### src/rtl/pll_mode_pkg.sv
package pll_mode_pkg;
  localparam int CFG_W = 3;

  typedef enum logic [1:0] {
    ST_OFF  = 2'd0,
    ST_SCM  = 2'd1,
    ST_WAIT = 2'd2,
    ST_LOCK = 2'd3
  } lock_st_t;

  // mode bit set but normal-select clear names no valid mode
  function automatic logic cfg_reserved(input logic [CFG_W-1:0] code);
    return code[2] & ~code[1];
  endfunction
endpackage

### src/rtl/pll_cfg_regs.sv
module pll_cfg_regs
  import pll_mode_pkg::*;
(
  input  logic             clk,
  input  logic             rst_all,
  input  logic             cfg_wr,
  input  logic [CFG_W-1:0] cfg_data,
  output logic [CFG_W-1:0] cfg_q,
  output logic [CFG_W-1:0] cfg_nxt,
  output logic             err_q
);
  logic bad_code;

  assign bad_code = cfg_reserved(cfg_data);

  always_comb begin
    cfg_nxt = cfg_q;
    if (cfg_wr && !bad_code) cfg_nxt = cfg_data;
  end

  always_ff @(posedge clk) begin
    if (rst_all) begin
      cfg_q <= '0;
      err_q <= 1'b0;
    end else begin
      cfg_q <= cfg_nxt;
      if (cfg_wr) err_q <= bad_code;
    end
  end
endmodule

### src/rtl/pll_mode_fsm.sv
module pll_mode_fsm
  import pll_mode_pkg::*;
(
  input  logic       clk,
  input  logic       rst_all,
  input  logic       mode_q,
  input  logic       mode_nxt,
  input  logic       ref_valid,
  input  logic       pll_lock,
  input  logic       src_req,
  output logic [1:0] state_o,
  output logic       sel_pll_o,
  output logic       osc_rst_o,
  output logic       first_lock_o
);
  lock_st_t st_q, st_nxt;

  always_comb begin
    st_nxt = st_q;
    if (!mode_q) begin
      st_nxt = ST_OFF;
    end else if (!ref_valid) begin
      st_nxt = ST_SCM;
    end else begin
      case (st_q)
        ST_OFF:  st_nxt = ST_SCM;
        ST_SCM:  st_nxt = ST_WAIT;
        ST_WAIT: st_nxt = pll_lock ? ST_LOCK : ST_WAIT;
        ST_LOCK: st_nxt = pll_lock ? ST_LOCK : ST_WAIT;
        default: st_nxt = ST_OFF;
      endcase
    end
  end

  always_ff @(posedge clk) begin
    if (rst_all) begin
      st_q         <= ST_OFF;
      sel_pll_o    <= 1'b0;
      osc_rst_o    <= 1'b1;
      first_lock_o <= 1'b0;
    end else begin
      st_q         <= st_nxt;
      sel_pll_o    <= (st_nxt == ST_LOCK) && src_req;
      osc_rst_o    <= !mode_nxt;
      first_lock_o <= first_lock_o | (st_nxt == ST_LOCK);
    end
  end

  assign state_o = st_q;
endmodule

### src/rtl/pll_div_gate.sv
module pll_div_gate #(
  parameter int               DIV_W   = 7,
  parameter logic [DIV_W-1:0] DIV_DEF = 7'd32
) (
  input  logic             clk,
  input  logic             rst_all,
  input  logic             first_lock,
  input  logic             div_wr,
  input  logic [DIV_W-1:0] div_data,
  output logic [DIV_W-1:0] div_q
);
  always_ff @(posedge clk) begin
    if (rst_all)                  div_q <= DIV_DEF;
    else if (div_wr && first_lock) div_q <= div_data;
  end
endmodule

### src/rtl/pll_mode_seq.sv
module pll_mode_seq
  import pll_mode_pkg::*;
#(
  parameter int               DIV_W   = 7,
  parameter logic [DIV_W-1:0] DIV_DEF = 7'd32
) (
  input  logic             clk,
  input  logic             rst,
  input  logic             por,
  input  logic             cfg_wr,
  input  logic [2:0]       cfg_data,
  input  logic             div_wr,
  input  logic [DIV_W-1:0] div_data,
  input  logic             ref_valid,
  input  logic             pll_lock,
  input  logic             src_req,
  output logic             stat_mode,
  output logic             stat_sel,
  output logic             stat_ref,
  output logic             cfg_err,
  output logic             osc_rst,
  output logic [1:0]       lock_state,
  output logic             sys_clk_pll,
  output logic [DIV_W-1:0] div_value
);
  logic             rst_all;
  logic [CFG_W-1:0] cfg_q, cfg_nxt;
  logic             first_lock;

  assign rst_all = rst | por;

  pll_cfg_regs u_cfg (
    .clk      (clk),
    .rst_all  (rst_all),
    .cfg_wr   (cfg_wr),
    .cfg_data (cfg_data),
    .cfg_q    (cfg_q),
    .cfg_nxt  (cfg_nxt),
    .err_q    (cfg_err)
  );

  pll_mode_fsm u_fsm (
    .clk          (clk),
    .rst_all      (rst_all),
    .mode_q       (cfg_q[2]),
    .mode_nxt     (cfg_nxt[2]),
    .ref_valid    (ref_valid),
    .pll_lock     (pll_lock),
    .src_req      (src_req),
    .state_o      (lock_state),
    .sel_pll_o    (sys_clk_pll),
    .osc_rst_o    (osc_rst),
    .first_lock_o (first_lock)
  );

  pll_div_gate #(.DIV_W(DIV_W), .DIV_DEF(DIV_DEF)) u_div (
    .clk        (clk),
    .rst_all    (rst_all),
    .first_lock (first_lock),
    .div_wr     (div_wr),
    .div_data   (div_data),
    .div_q      (div_value)
  );

  assign {stat_mode, stat_sel, stat_ref} = cfg_q;
endmodule

### config.mk
export PLATFORM = sky130hd
export DESIGN_NAME = pll_mode_seq
export DESIGN_NICKNAME = d
export VERILOG_FILES = /design/src/rtl/pll_mode_pkg.sv /design/src/rtl/pll_cfg_regs.sv /design/src/rtl/pll_mode_fsm.sv /design/src/rtl/pll_div_gate.sv /design/src/rtl/pll_mode_seq.sv
export SDC_FILE = /design/constraint.sdc
export NUM_CORES = 1
export LEC_CHECK = 0
export BUFFER_PORTS_ARGS = -buffer_cell sky130_fd_sc_hd__buf_4
export CAP_MARGIN = 20
export CORE_MARGIN = 2
export CORE_UTILIZATION = 40
export CTS_BUF_LIST = sky130_fd_sc_hd__clkbuf_2
export DETAILED_ROUTE_END_ITERATION = 7
export HOLD_SLACK_MARGIN = 0.02
export PLACE_DENSITY = 0.75
export REMOVE_ABC_BUFFERS = 1
export SLEW_MARGIN = 20
export SYNTH_ARGS = -nofsm -noshare
export SYNTH_HDL_FRONTEND = slang
export SYNTH_SLANG_ARGS = --single-unit
### constraint.sdc
create_clock -name clk -period 0.93 [get_ports clk]
set_clock_uncertainty 0.2 [all_clocks]
set_input_delay 0 -clock clk [delete_from_list [all_inputs] [get_ports clk]]
set_output_delay 0 -clock clk [all_outputs]
set_load 0.1 [all_outputs]
==> flow_summary_export.csv, run 1 <==
group,metric,value,unit
outcome,status,"aborted with a tool error",
outcome,stop_stage,"5_1_grt",
outcome,error,"[ERROR DPL-0038] Utilization greater than 100%, impossible to legalize",
placement,port_buffers,32,
yosys,synth_fa_ha_area_share,0,%
clock_tree,root_buffer,"clkbuf_2",
placement,dpl.hpwl,1.02,mm
yosys,yosysWarningCount,0,
yosys,synth_compound_area_share,16.0,%
yosys,syn_inst,65,
yosys,synthMuxAreaShare,1.67,%
die,io_pins,33,
die,core.rowCount,13,
yosys,yosysSeqAreaShare,53.3,%
die,die_h,42.8,um
placement,dp.cells,113,
die,initial_core_util,44.5,%
die,die_x,42.8,um
yosys,avgSynthCellArea,9.24,um^2
global_routing,grt_max_degree,10,
yosys,synth_xor_area_share,0,%
clock_tree,clock_path_buffers,2,
yosys,synth_top_family_by_area,"simple AND/OR/NAND/NOR gates",
clock_tree,cts.sinks,16,
yosys,ys_ff_latch,16,
placement,gp_congestion,0.720,
timing,worst_endpoint_kind,"output port",
yosys,synth_area,601,um^2
yosys,synth_simple_gate_area_share,24.2,%
yosys,synth.distinct_cells,21,
clock_tree,htreeDepth,1,
timing,grt-worst-endpoint,"stat_mode",
clock_tree,cts_buffers,3,
## per-stage QoR
stage / hold WS, ns / instance area, um^2 / TNS, ns / setup slack [ns]
floorplan: -0.0736 / 579 / -12.50 / -0.782
global placement: 0.0402 / 868 / -0.413 / -0.0621
detailed placement: 0.0454 / 868 / -0.460 / -0.0726
CTS: -0.254 / 1300 / -2.66 / -0.133
## repair_timing
action                                 CTS
setup buffers                            2
hold buffers                            12
resized for setup                       78
setup endpoints to repair               27
endpoints found under the hold margin   16
pin swaps                               14
## synthesized netlist by cell type
cell	instances	share of area, %
and3_1	1	1.0
nand2_1	8	5.0
dfxtp_1	16	53
mux2i_1	1	1.7
nand3_1	9	7.5
buf_6	1	1.9
a21oi_2	7	10
a21oi_1	2	1.7
buf_2	2	1.7
nor2_1	6	3.7
nand3b_1	1	1.3
nand2b_1	1	1.0
o21ai_0	1	0.83
nand2_2	1	1.0
a21o_1	1	1.3
or2_1	1	1.0
inv_1	2	1.3
nor2b_1	1	1.0
o21ai_1	1	0.83
a22oi_1	1	1.3
and4_1	1	1.5
## logic make-up after synthesis
group                  after synthesis
flip-flops                          16
buffers and inverters                5
multiplexers                         1
AO/OA/AOI/OAI                       13
AND/OR/NAND/NOR                     30
==> run 2, diff against run 1 <==
--- a/config.mk
+++ b/config.mk
@@ -7,12 +7,10 @@
 export LEC_CHECK = 0
 export BUFFER_PORTS_ARGS = -buffer_cell sky130_fd_sc_hd__buf_4
 export CAP_MARGIN = 20
-export CORE_MARGIN = 2
-export CORE_UTILIZATION = 40
-export CTS_BUF_LIST = sky130_fd_sc_hd__clkbuf_2
+export CORE_AREA = 2 2 63 65
 export DETAILED_ROUTE_END_ITERATION = 7
-export HOLD_SLACK_MARGIN = 0.02
-export PLACE_DENSITY = 0.75
+export DIE_AREA = 0 0 65 67
+export PLACE_DENSITY_LB_ADDON = 0.15
 export REMOVE_ABC_BUFFERS = 1
 export SLEW_MARGIN = 20
 export SYNTH_ARGS = -nofsm -noshare
==> constraint.sdc (replaced) <==
create_clock -name clk -period 1.2 [get_ports clk]
set_clock_uncertainty 0.2 [all_clocks]
set_input_delay 0 -clock clk [delete_from_list [all_inputs] [get_ports clk]]
set_output_delay 0 -clock clk [all_outputs]
set_load 0.1 [all_outputs]
==> flow_summary_export.csv, run 2 <==
group,metric,value,unit
outcome,status,"finished, final reports clean",
cells_and_area,final_common_cell,"buf_4",
drt,drt-pass1-iter-count,4,
power_and_ir_drop,p_leak,0.470,nW
clock_tree,clock_path_buffers,2,
yosys,yosysWarningCount,0,
yosys,synth_flop_cell,"dfxtp_1",
yosys,synth_top_area_share,53.3,%
die,die_h,67,um
cells_and_area,layout-drive-gt1-share,40.0,%
worst_setup_path,r2r_start,"u_fsm.first_lock_o",
drt,vias_per_cell,3.76,
timing,setup_tns,0,ns
yosys,avgSynthCellArea,9.24,um^2
drt,drc_errors,0,
worst_setup_path,cp-endpoint,"u_fsm.first_lock_o",
power_and_ir_drop,power_density,995,nW/um^2
yosys,synth.distinct_cells,21,
yosys,ys_ff_latch,16,
yosys,yosysSeqAreaShare,53.3,%
cells_and_area,nFillCells,383,
die,core_area,3610,um^2
worst_hold_path,min_path_type,"in2reg",
global_routing,grt_pass1_vias,604,
yosys,synth_most_common_cell,"dfxtp_1",
worst_setup_path,crit_required,1.11,ns
timing,holdWs,0.127,ns
die,die_x,65,um
cells_and_area,diodes,0,
placement,dp.cells,143,
cells_and_area,seq_area,320,um^2
job,cap_viol_max_count,0,
cells_and_area,top_register,"u_div.div_q",
yosys,synth_area,601,um^2
die,die_area,4360,um^2
global_routing,overflow,0,
worst_setup_path,critPathLaunchType,"input port",
timing,min_period,1.15,ns
cells_and_area,area_growth,84.4,%
yosys,synth_area_leader_cell,"dfxtp_1",
drt,wl_per_cell,10.4,um
yosys,yosys-top-cells-area,"dfxtp_1, a21oi_2, nand3_1",
clock_tree,clock_latency,0.24,ns
worst_setup_path,critPathKind,"in2reg",
drt,drt_iter0_markers,19,
drt,vias,613,
clock_tree,htreeDepth,1,
yosys,synth_edf_count,0,
worst_setup_path,reg2reg_to,"u_div.div_q[6]",
clock_tree,cts.clk_slew.worst_paths,0.06,ns
clock_tree,cts_buffers,3,
die,initial_core_util,16.7,%
timing,final-setup-viol-count,0,
timing,worst_pin_slew,0.497,ns
drt,wl,1.70,mm
timing,slew_viol_final,0,
yosys,async_flop_share,0,%
placement,dpl.hpwl,1.16,mm
worst_setup_path,cp.arrival,1.06,ns
placement,port_buffers,32,
timing,hold_viol_final,0,
clock_tree,root_buffer,"clkbuf_8",
yosys,synth_common_cells,"dfxtp_1, nand3_1, nand2_1, a21oi_2, nor2_1",
global_routing,grt_pass1_wl,2.83,mm
cells_and_area,largest_reg_flops,7,
cells_and_area,fin_nets,135,
power_and_ir_drop,ir_drop,0.372,mV
timing,fin_crit_sh,95.6,%
drt,drtAntennaViolNets,0,
yosys,syn_inst,65,
placement,gp_congestion,0.686,
worst_setup_path,crit_start,"pll_lock",
cells_and_area,stdcell_count,163,
global_routing,antenna_found_initial,0,
clock_tree,cts.sinks,16,
cells_and_area,layout_common_cells,"buf_4, dlygate4sd3_1, dfxtp_1",
clock_tree,cts_tree,"built",
die,core.rowCount,22,
worst_setup_path,crit_path_end_kind,"register",
cells_and_area,utilization,30.7,%
worst_setup_path,r2r_cells,3,
cells_and_area,multi_input_area,256,um^2
timing,max_freq,0.872,GHz
worst_setup_path,rrSetupSlack,0.12,ns
global_routing,grt_max_degree,11,
worst_setup_path,path_max_fanout,2,
die,io_pins,33,
timing,relSlewSlack,66.9,%
global_routing,track_usage,8.78,%
timing,rsz0062_at_grt,"no",
-- run 2: cell counts after synthesis --
No cell type changed its count.
-- run 2: what timing repair did --
action                                  4_1_cts  5_1_grt
hold buffers                                 17        0
endpoints found under the hold margin        15        0
endpoints found under the setup margin        0        5
resized for setup                             0        3
buffers inserted                              0        0
-- run 2: power breakdown --
group	internal, mW	switching, mW	total (mW)	leakage (nW)
Clock	0.222	0.169	0.392	0.0216
Sequential	0.536	0.00327	0.540	0.129
Combinational	0.0888	0.0816	0.170	0.319
Total	0.847	0.254	1.10	0.470
-- run 2: final cells by class --
class | count | share of cell area, %
inverters | 2 | 0.678
multi-input cells | 44 | 23.2
clock buffers | 3 | 3.73
well taps | 48 | 5.42
repair buffers | 50 | 38.1
flip-flops and latches | 16 | 28.9
-- run 2: kinds of logic after synthesis --
| kind of cell | count (synthesis) | share of synthesized area [%] |
|---|---|---|
| AO/OA/AOI/OAI | 13 | 16.0 |
| buffers and inverters | 5 | 4.79 |
| flip-flops | 16 | 53.3 |
| AND/OR/NAND/NOR | 30 | 24.2 |
| multiplexers | 1 | 1.67 |
-- run 2: per-stage QoR --
step           total power [mW]  area (um^2)  setup slack [ns]
3_5_place_dp              0.674          887             0.117
2_1_floorplan             0.609          579            -0.512
6_report                   1.10         1110            0.0530
4_1_cts                    1.12         1100            0.0182
5_1_grt                    1.16         1110           0.00779
3_3_place_gp              0.674          887             0.155
-- run 2: critical path: stages --
cell	delay, ns
dlygate4sd3_1	0.54
buf_4	0.13
and3_1	0.18
a21oi_1	0.14
nor2_1	0.06
-- run 2: how the worst min path moves through the flow --
| stage | slack (ns) | depth (start not counted) | end | startpoint |
|---|---|---|---|---|
| after floorplan | -0.07 | 2 | u_div.div_q[5] | rst |
| after global placement | 0.04 | 3 | u_div.div_q[5] | div_data[5] |
| after detailed placement | 0.04 | 3 | u_div.div_q[5] | div_data[5] |
| after CTS | 0.14 | 3 | u_div.div_q[0] | rst |
| after global routing | 0.18 | 3 | u_cfg.cfg_q[0] | rst |
| final | 0.13 | 3 | u_div.div_q[3] | rst |
-- run 2: metal layers --
layer  vias to the layer above  track usage [%]  wire, um
li1                        320                -         -
met1                       269             9.95       781
met2                        22             14.0       770
met3                         2             4.05       114
met4                         0             3.99        27
met5                         -                0         0
Note: power is estimated with default switching activity, not from simulation.
